<file path="config.mk">
export PLATFORM = sky130hd
export DESIGN_NAME = sync_slave_tx
export DESIGN_NICKNAME = d
export VERILOG_FILES = /design/src/rtl/sst_pkg.sv /design/src/rtl/sst_clk_sync.sv /design/src/rtl/sst_holding.sv /design/src/rtl/sst_shifter.sv /design/src/rtl/sync_slave_tx.sv
export SDC_FILE = /design/constraint.sdc
export NUM_CORES = 1
export LEC_CHECK = 0
export ABC_AREA = 1
export CAP_MARGIN = 20
export CORE_UTILIZATION = 56
export CTS_BUF_LIST = sky130_fd_sc_hd__clkbuf_4 sky130_fd_sc_hd__clkbuf_8 sky130_fd_sc_hd__clkbuf_16
export CTS_CLUSTER_SIZE = 20
export DETAILED_ROUTE_END_ITERATION = 7
export PLACE_DENSITY = 0.82
export SLEW_MARGIN = 20
export SYNTH_ARGS = -nofsm -noshare
export SYNTH_HDL_FRONTEND = slang
export SYNTH_SLANG_ARGS = --single-unit
</file>
<file path="constraint.sdc">
create_clock -name clk -period 2.4 [get_ports clk]
set_clock_uncertainty 0.05 [all_clocks]
set_input_delay 0.48 -clock clk [delete_from_list [all_inputs] [get_ports clk]]
set_output_delay 0.48 -clock clk [all_outputs]
set_load 0.01 [all_outputs]
</file>
<file path="src/rtl/sst_pkg.sv">
package sst_pkg;
  // Number of bits a word occupies on the line.
  function automatic int unsigned word_bits(input logic nine, input int unsigned dw);
    return nine ? dw + 1 : dw;
  endfunction
endpackage

</file>
<file path="src/rtl/sst_clk_sync.sv">
module sst_clk_sync #(
  parameter int unsigned STAGES = 2
) (
  input  logic clk,
  input  logic rst,
  input  logic din,
  output logic fall
);
  logic [STAGES-1:0] chain;
  logic              prev;

  always_ff @(posedge clk) begin
    if (rst) chain[0] <= 1'b0;
    else     chain[0] <= din;
  end

  for (genvar i = 1; i < STAGES; i++) begin : g_stage
    always_ff @(posedge clk) begin
      if (rst) chain[i] <= 1'b0;
      else     chain[i] <= chain[i-1];
    end
  end

  always_ff @(posedge clk) begin
    if (rst) begin
      prev <= 1'b0;
      fall <= 1'b0;
    end else begin
      prev <= chain[STAGES-1];
      fall <= prev & ~chain[STAGES-1];
    end
  end

  // A detected edge lasts one cycle only
  assert_fall_single_R4: assert property (@(posedge clk) disable iff (rst)
    fall |=> !fall);
endmodule

</file>
<file path="src/rtl/sst_holding.sv">
module sst_holding #(
  parameter int unsigned DATA_W = 8
) (
  input  logic              clk,
  input  logic              rst,
  input  logic              flush,
  input  logic              fill,
  input  logic [DATA_W-1:0] fill_data,
  input  logic              fill_nine,
  input  logic              drain,
  input  logic              bit9_wr,
  input  logic              bit9_val,
  output logic              full,
  output logic [DATA_W:0]   frame,
  output logic              nine,
  output logic              bit9_q
);
  always_ff @(posedge clk) begin
    if (rst)          bit9_q <= 1'b0;
    else if (bit9_wr) bit9_q <= bit9_val;
  end

  always_ff @(posedge clk) begin
    if (rst || flush) begin
      full  <= 1'b0;
      frame <= '0;
      nine  <= 1'b0;
    end else if (fill) begin
      full  <= 1'b1;
      frame <= {bit9_q, fill_data};
      nine  <= fill_nine;
    end else if (drain) begin
      full  <= 1'b0;
    end
  end

  assert_drain_needs_word_R5: assert property (@(posedge clk) disable iff (rst)
    drain |-> full);
endmodule

</file>
<file path="src/rtl/sst_shifter.sv">
module sst_shifter #(
  parameter int unsigned DATA_W = 8
) (
  input  logic            clk,
  input  logic            rst,
  input  logic            flush,
  input  logic            adv,
  input  logic            load,
  input  logic [DATA_W:0] load_frame,
  input  logic            load_nine,
  output logic            busy,
  output logic            dout,
  output logic            last_edge
);
  localparam int unsigned FRAME_W = DATA_W + 1;
  localparam int unsigned CNT_W   = $clog2(FRAME_W + 1);

  logic [FRAME_W-1:0] sr;
  logic [CNT_W-1:0]   cnt;
  logic [CNT_W-1:0]   last_cnt;
  logic               nine_q;

  assign last_cnt  = CNT_W'(sst_pkg::word_bits(nine_q, DATA_W) - 1);
  assign last_edge = busy & adv & (cnt == last_cnt);

  always_ff @(posedge clk) begin
    if (rst || flush) begin
      sr     <= '0;
      cnt    <= '0;
      busy   <= 1'b0;
      dout   <= 1'b0;
      nine_q <= 1'b0;
    end else if (load) begin
      sr     <= load_frame;
      cnt    <= '0;
      busy   <= 1'b1;
      dout   <= load_frame[0];
      nine_q <= load_nine;
    end else if (busy && adv) begin
      if (cnt == last_cnt) begin
        busy <= 1'b0;
        dout <= 1'b0;
        cnt  <= '0;
      end else begin
        sr   <= sr >> 1;
        dout <= sr[1];
        cnt  <= cnt + 1'b1;
      end
    end
  end

  assert_idle_line_low_R8: assert property (@(posedge clk) disable iff (rst)
    !busy |-> !dout);
  assert_count_in_word_R4: assert property (@(posedge clk) disable iff (rst)
    busy |-> cnt <= last_cnt);
endmodule

</file>
<file path="src/rtl/sync_slave_tx.sv">
module sync_slave_tx #(
  parameter int unsigned DATA_W      = 8,
  parameter int unsigned SYNC_STAGES = 2
) (
  input  logic              clk,
  input  logic              rst,
  input  logic              sync_mode_en,
  input  logic              port_en,
  input  logic              clk_from_master,
  input  logic              rx_single_en,
  input  logic              rx_cont_en,
  input  logic              tx_en,
  input  logic              nine_bit_en,
  input  logic              irq_en,
  input  logic              bit9_wr,
  input  logic              bit9_val,
  input  logic              hold_wr,
  input  logic [DATA_W-1:0] hold_data,
  input  logic              sclk_in,
  output logic              sdata_out,
  output logic              buf_empty,
  output logic              shift_empty,
  output logic              irq
);
  logic            active, wr_ok, fall;
  logic            hold_full, hold_nine, bit9_q;
  logic [DATA_W:0] hold_frame;
  logic            shift_busy, last_edge, shift_free;
  logic            load_sh, fill, drain;
  logic [DATA_W:0] load_frame;
  logic            load_nine;

  // Transfers need every mode condition met
  assign active = sync_mode_en & port_en & ~clk_from_master &
                  ~rx_single_en & ~rx_cont_en & tx_en;
  assign wr_ok  = active & hold_wr;

  sst_clk_sync #(.STAGES(SYNC_STAGES)) u_sync (
    .clk(clk), .rst(rst), .din(sclk_in), .fall(fall)
  );

  assign shift_free = ~shift_busy | last_edge;
  assign load_sh    = active & shift_free & (hold_full | wr_ok);
  assign drain      = hold_full & load_sh;
  assign fill       = wr_ok & (hold_full | ~shift_free);
  assign load_frame = hold_full ? hold_frame : {bit9_q, hold_data};
  assign load_nine  = hold_full ? hold_nine  : nine_bit_en;

  sst_holding #(.DATA_W(DATA_W)) u_hold (
    .clk(clk), .rst(rst), .flush(~active), .fill(fill),
    .fill_data(hold_data), .fill_nine(nine_bit_en), .drain(drain),
    .bit9_wr(bit9_wr), .bit9_val(bit9_val),
    .full(hold_full), .frame(hold_frame), .nine(hold_nine), .bit9_q(bit9_q)
  );

  sst_shifter #(.DATA_W(DATA_W)) u_shift (
    .clk(clk), .rst(rst), .flush(~active), .adv(fall & active),
    .load(load_sh), .load_frame(load_frame), .load_nine(load_nine),
    .busy(shift_busy), .dout(sdata_out), .last_edge(last_edge)
  );

  assign buf_empty   = ~hold_full;
  assign shift_empty = ~shift_busy;
  assign irq         = irq_en & buf_empty;

  assert_disable_flushes_R9: assert property (@(posedge clk) disable iff (rst)
    !active |=> buf_empty && shift_empty && !sdata_out);
  assert_held_implies_shifting_R5: assert property (@(posedge clk) disable iff (rst)
    hold_full |-> shift_busy);
  assert_direct_load_R3: assert property (@(posedge clk) disable iff (rst)
    (wr_ok && !hold_full && !shift_busy) |=> shift_busy && !hold_full);
endmodule

</file>
# Yosys cells after proc, flatten, opt, wreduce, memory -nomap -nowiden
# Index checks and enable logic that the tools add are counted.
[classes] addsub=2 n_eq_ne=2 mux=15 bitwise_logic=26 n_reduce_logical=8
[op_table] operator="9-bit 2-to-1 mux" count=4
[op_table] operator="1-bit AND" count=15
[op_table] operator="1-bit 2-to-1 mux" count=10
[op_table] operator="1-bit inverter" count=8
[op_table] operator="2-bit nonzero test" count=3
[op_table] operator="4-bit by 1-bit adder with 4-bit output (second input constant)" count=1
[op_table] operator="4-bit equality test" count=1
[op_table] operator="4-bit 2-to-1 mux" count=1
[op_table] operator="2-bit AND reduction" count=2
[op_table] operator="4-bit by 1-bit subtractor with 4-bit output (second input constant)" count=1
[op_table] operator="1-bit OR" count=3
[op_table] operator="2-bit != test (second input constant)" count=1
[op_table] operator="2-bit OR reduction" count=1
[op_table] operator="1-bit logical AND" count=1
[op_table] operator="1-bit logical OR" count=1
[word_totals] regBits=32 in_bits=22 output_inout_bits=4

# Logic depth before layout (Yosys ltp)
[depth] word_depth=14 mapped_depth=12

# Modules after synthesis
# From an unflattened synthesis, not the netlist that was laid out.
[hier_totals] cells_unflattened=220 area_unflattened_um2=1579.0
[modules_own_cells] module="sst_shifter" instances=1 cells_per_inst=99 area_each_um2=763.2
[modules_own_cells] module="sst_holding" instances=1 cells_per_inst=56 area_each_um2=486.7
[modules_own_cells] module="sync_slave_tx" instances=1 cells_per_inst=53 area_each_um2=214.0
[modules_own_cells] module="sst_clk_sync" instances=1 cells_per_inst=12 area_each_um2=115.1

# Least setup slack after synthesis
# OpenSTA, ideal clock, no wires.
[synth_path] kind="input-to-reg" start="input rx_single_en" end="register u_shift.dout" arrival_ns=1.416 required_time_ns=2.234 setup_slack_ns=0.818 stages=9 n_path_buf=1 cell_sequence="nor2_2 -> nand3_2 -> nor2_4 -> nand2_4 -> nand2_4 -> nand3_4 -> buf_6 -> o21ai_0 -> nor2_1"
[synth_via] elab_chain_cells=11 elab_cells_between_ends=17 cone_classes="mux: 1; bitwise: 13; reduce/logical: 3"
[synth_lines] element="start, declared" line_no="sync_slave_tx.sv:10" source="input logic rx_single_en,"
[synth_lines] element="1-bit inverter (*)" line_no="sync_slave_tx.sv:35" source="~rx_single_en & ~rx_cont_en & tx_en;"
[synth_lines] element="1-bit AND (*)" line_no="sync_slave_tx.sv:34" source="assign active = sync_mode_en & port_en & ~clk_from_master &"
[synth_lines] element="1-bit AND (*) (2 in series)" line_no="sync_slave_tx.sv:35"
[synth_lines] element="1-bit AND" line_no="sync_slave_tx.sv:57" source=".clk(clk), .rst(rst), .flush(~active), .adv(fall & active),"
[synth_lines] element="1-bit AND (2 in series)" line_no="sst_shifter.sv:24" source="assign last_edge = busy & adv & (cnt == last_cnt);"
[synth_lines] element="1-bit OR" line_no="sync_slave_tx.sv:42" source="assign shift_free = ~shift_busy | last_edge;"
[synth_lines] element="1-bit AND (2 in series)" line_no="sync_slave_tx.sv:43" source="assign load_sh = active & shift_free & (hold_full | wr_ok);"
[synth_lines] element="1-bit 2-to-1 mux / 2-bit nonzero test (equally long branches)"
[synth_lines] element="end signal, assigned" line_no="sst_shifter.sv:37" source="dout <= load_frame[0];"
[synth_lines] element="end signal, assigned" line_no="sst_shifter.sv:46" source="dout <= sr[1];"
[synth_lines] element="end, declared" line_no="sst_shifter.sv:12" source="output logic dout,"
# Mark *: on every way between the ends. The rest lies on a longest branch, timed or not.
# A chain may end at the register's enable or synchronous reset.

# Worst setup path after layout
[layout_path] start="input irq_en" end="output irq"
[layout_via] elab_chain_cells=1
[layout_lines] element="start, declared" line_no="sync_slave_tx.sv:14" source="input logic irq_en,"
[layout_lines] element="1-bit AND" line_no="sync_slave_tx.sv:64" source="assign irq = irq_en & buf_empty;"
[layout_lines] element="end, declared" line_no="sync_slave_tx.sv:23" source="output logic irq"
# Every way passes these cells.

==> impl_results.md <==
- Status: complete, no violations
- Post-Place Setup Slack: around 140 ps
- NumNets Final: around 280
- Syn nets: 249
- Top cell by count, worst path: clkdlybuf4s50_1
- Row count: 18
- Unrepaired setup endpoints after global routing: no
- Worst-case clock buffer depth: 2
- Gr usage total: around 23%
- YS warnings: 0
- Final antenna-violating net count: 0
- DR vias: about 1400
- Worst setup path startpoint: irq_en
- M2 GR Usage: 36.3%
- CP Launch Type: primary input
- CP max FO: 1
- H-tree depth: 2
- Worst-margin pin slew: between 300 and 400 ps
- Clk sinks: 31
- Num CTS Buffers: 5
- R2R Path Start: u_shift.cnt[0]
- Critical path required time: 1870 ps
- R2r endpoint: u_shift.dout
- Worst setup margin: between 200 and 300 ps
- Mapped Area: between 0.0015 and 0.002 mm2
- Final hold violation count: 0
- Final WL: between 2000 and 3000 um
- Die Ht: roughly 55 um
- Post-DP HPWL: approximately 2300 um
- R2R cell count: 9
- Reg power frac: approximately 58%
- Cell Pwr Density: 478 mW/mm2
- Cell count after synthesis: between 200 and 250
- Pint: between 0.0006 and 0.0007 W
- Sequential area share after synthesis: 39.9%
- Clock share of power: a little over a third
- Switching share of power: approximately 22%
- Root Driver: clkbuf_4
- Worst VDD drop: 0.000482 V
- Antenna cells: 0
- CP max stage cell: clkdlybuf4s50_1
- Endpoints failing setup: 0
- CTS tree: yes
- Initial antenna violation count: 0
- GRT overflow: 0
- Rel. slew slack: between 70% and 80%
- Vias per inst: 4.94
- Gate power share: slightly above 7%
- Area Growth Syn to Fin: 19.9%
- Grt met3 use: 6.94%
- Post_cts resized: 0
- CP endpoint: irq
- DRC Markers: 0
- Starting Density: ~61%
- Critical path type: in -> out
- Global-route wire length before repair: 4730 um
- Ports: 26
- Cells along the critical path: clkdlybuf4s50_1 -> inv_1 -> nor2_1 -> clkdlybuf4s50_1
- Share of the core filled with cells: 73.4%
- Minimum clock period: approximately 2100 ps
- Fraction of layout cells with a size suffix above 1: 9.80%
- Fillers: approximately 210
- Die area: ~0.003 mm2
- Most used routing layer: met2
- Slew Viols, Final: 0
- Vias in the first global route: about 1100
- Final setup TNS: 0 ps
- Post-CTS Hold Buffers: 0
- Netlist cell types: 25
- Buffers added on ports: 25
- Met1 usage: roughly 28%
- R2r setup slk: 750 ps
- Clock Pin Slew Worst Setup and Hold Paths: 90 ps
- Routability cong.: ~0.8
- Drt wl/cell: 10.5 um
- Largest net degree at the start of global routing: 23
- Fmax: about 0.47 GHz
- Avg Cell Area, Syn: 6.89 um2
- Yosys reg bits: 31
- Multi-input combinational cell area: roughly 770 um2
- Insertion delay to the later sink of the worst-skew pair: 340 ps
- Synth area leader: dfxtp_1
- Sequential cell area: around 620 um2
- CP arrival: 1580 ps
- Sw power: roughly 0.00020 W
- Post-CTS Setup Bufs: 0
- Chip width: 54.7 um
- # Max-Cap Violations: 0
- Worst Hold Class: reg -> reg
- Largest cells by area after synthesis: dfxtp_1 (40%), nand2_1 (15%), nor2_1 (8.2%)
- Static leakage power: around 0.82 nW
- Final period util: 88.0%
- Initial drt markers: 28
- Core ar.: 0.00254 mm2
- DRT Pass-1 Iters: 4
- Share of the synthesized area in the top cell type: roughly two fifths
- Critical Path Sink Type: output port
- CP max stage delay: about 540 ps
## power groups by stage
| stage | Combinational [W] | Sequential [W] | Clock [W] |
|---|---|---|---|
| floorplan | 0.0000200 | 0.000530 | 0 |
| CTS | 0.0000634 | 0.000518 | 0.000316 |
| global placement | 0.0000626 | 0.000530 | 0 |
| global route | 0.0000699 | 0.000518 | 0.000336 |
| detailed placement | 0.0000633 | 0.000530 | 0 |
| finish | 0.0000632 | 0.000518 | 0.000312 |
## final cells by class
class | count | area share, %
repair buffers | 28 | 14.6
clock inverters | 1 | 0.268
multi-input cells | 158 | 41.0
flip-flops and latches | 31 | 33.2
well taps | 30 | 2.01
clock buffers | 7 | 2.82
inverters | 30 | 6.03
## metal layers
metal | up-vias | routed length [um]
met5 | - | 0
met4 | 0 | 59
met3 | 7 | 154
met2 | 32 | 1350
met1 | 606 | 1420
li1 | 764 | -
## synth_stat cells
cell / instances
clkbuf_1: 1
nand3_4: 1
ha_1: 1
xor2_1: 2
o21ai_0: 9
inv_2: 2
clkinv_1: 1
nand2_4: 2
mux2i_1: 4
inv_1: 27
or2_2: 2
buf_6: 3
nor2_2: 3
nand2_2: 2
nand3_2: 1
nor2_1: 34
nand4_1: 8
a21oi_1: 15
dfxtp_1: 31
buf_2: 1
nand3_1: 9
buf_4: 2
nor2_4: 1
nand3b_1: 2
nand2_1: 62
## state kept, by name (all words and copies together), names as in the netlist
signal,count
u_sync.prev,1
u_hold.nine,1
u_shift.busy,1
u_shift.cnt,4
u_hold.frame,9
u_sync.fall,1
u_hold.bit9_q,1
u_shift.sr,8
u_sync.chain,2
u_shift.dout,1
u_hold.full,1
u_shift.nine_q,1
## stage by stage
stage / hold slack, ps / std cells / instance area, um2 / power [W]
global placement: 342 / 277 / 1810 / 0.000592
floorplan: 338 / 226 / 1560 / 0.000550
CTS: 358 / 285 / 1870 / 0.000897
global route: 375 / 285 / 1870 / 0.000924
detailed placement: 345 / 277 / 1810 / 0.000593
finish: 358 / 285 / 1870 / 0.000893
## layout by cell type, fill, tap and decap left out, types with 2 or more instances in the layout
| cell | Yosys | routed |
|---|---|---|
| nand2_1 | 62 | 62 |
| nor2_1 | 34 | 34 |
| dfxtp_1 | 31 | 31 |
| inv_1 | 27 | 27 |
| clkdlybuf4s50_1 | 0 | 25 |
| a21oi_1 | 15 | 15 |
| nand3_1 | 9 | 9 |
| o21ai_0 | 9 | 9 |
| nand4_1 | 8 | 8 |
| clkbuf_4 | 0 | 7 |
| mux2i_1 | 4 | 4 |
| nor2_2 | 3 | 3 |
| buf_4 | 2 | 3 |
| xor2_1 | 2 | 2 |
| nand2_4 | 2 | 2 |
| nand2_2 | 2 | 2 |
| inv_2 | 2 | 2 |
| or2_2 | 2 | 2 |
| nand3b_1 | 2 | 2 |
## logic make-up (layout without fill, tap and decap cells)
| group | after synthesis | count (layout) | share of synthesized area, % |
|---|---|---|---|
| flops | 31 | 31 | 39.9 |
| xor+xnor | 2 | 2 | 1.13 |
| compound gates | 24 | 24 | 7.72 |
| mux | 4 | 4 | 2.57 |
| simple gates | 127 | 127 | 37.0 |
| buf+inv | 37 | 66 | 10.9 |
| fa+ha+maj | 1 | 1 | 0.804 |
## worst min path at each step
| stage | from | to | depth (start not counted) |
|---|---|---|---|
| 2_1_floorplan | u_sync.chain[0] | u_sync.chain[1] | 2 |
| 3_3_place_gp | u_sync.chain[0] | u_sync.chain[1] | 2 |
| 3_5_place_dp | u_sync.chain[0] | u_sync.chain[1] | 2 |
| 4_1_cts | u_sync.chain[0] | u_sync.chain[1] | 2 |
| 5_1_grt | u_sync.chain[0] | u_sync.chain[1] | 2 |
| 6_report | u_sync.chain[0] | u_sync.chain[1] | 2 |
## worst max-delay path, delay by kind of cell
family | cells | cell delay [ps]
buf+inv | 3 | 1030
simple gates | 1 | 80
Note: power is estimated with default switching activity, not from simulation.
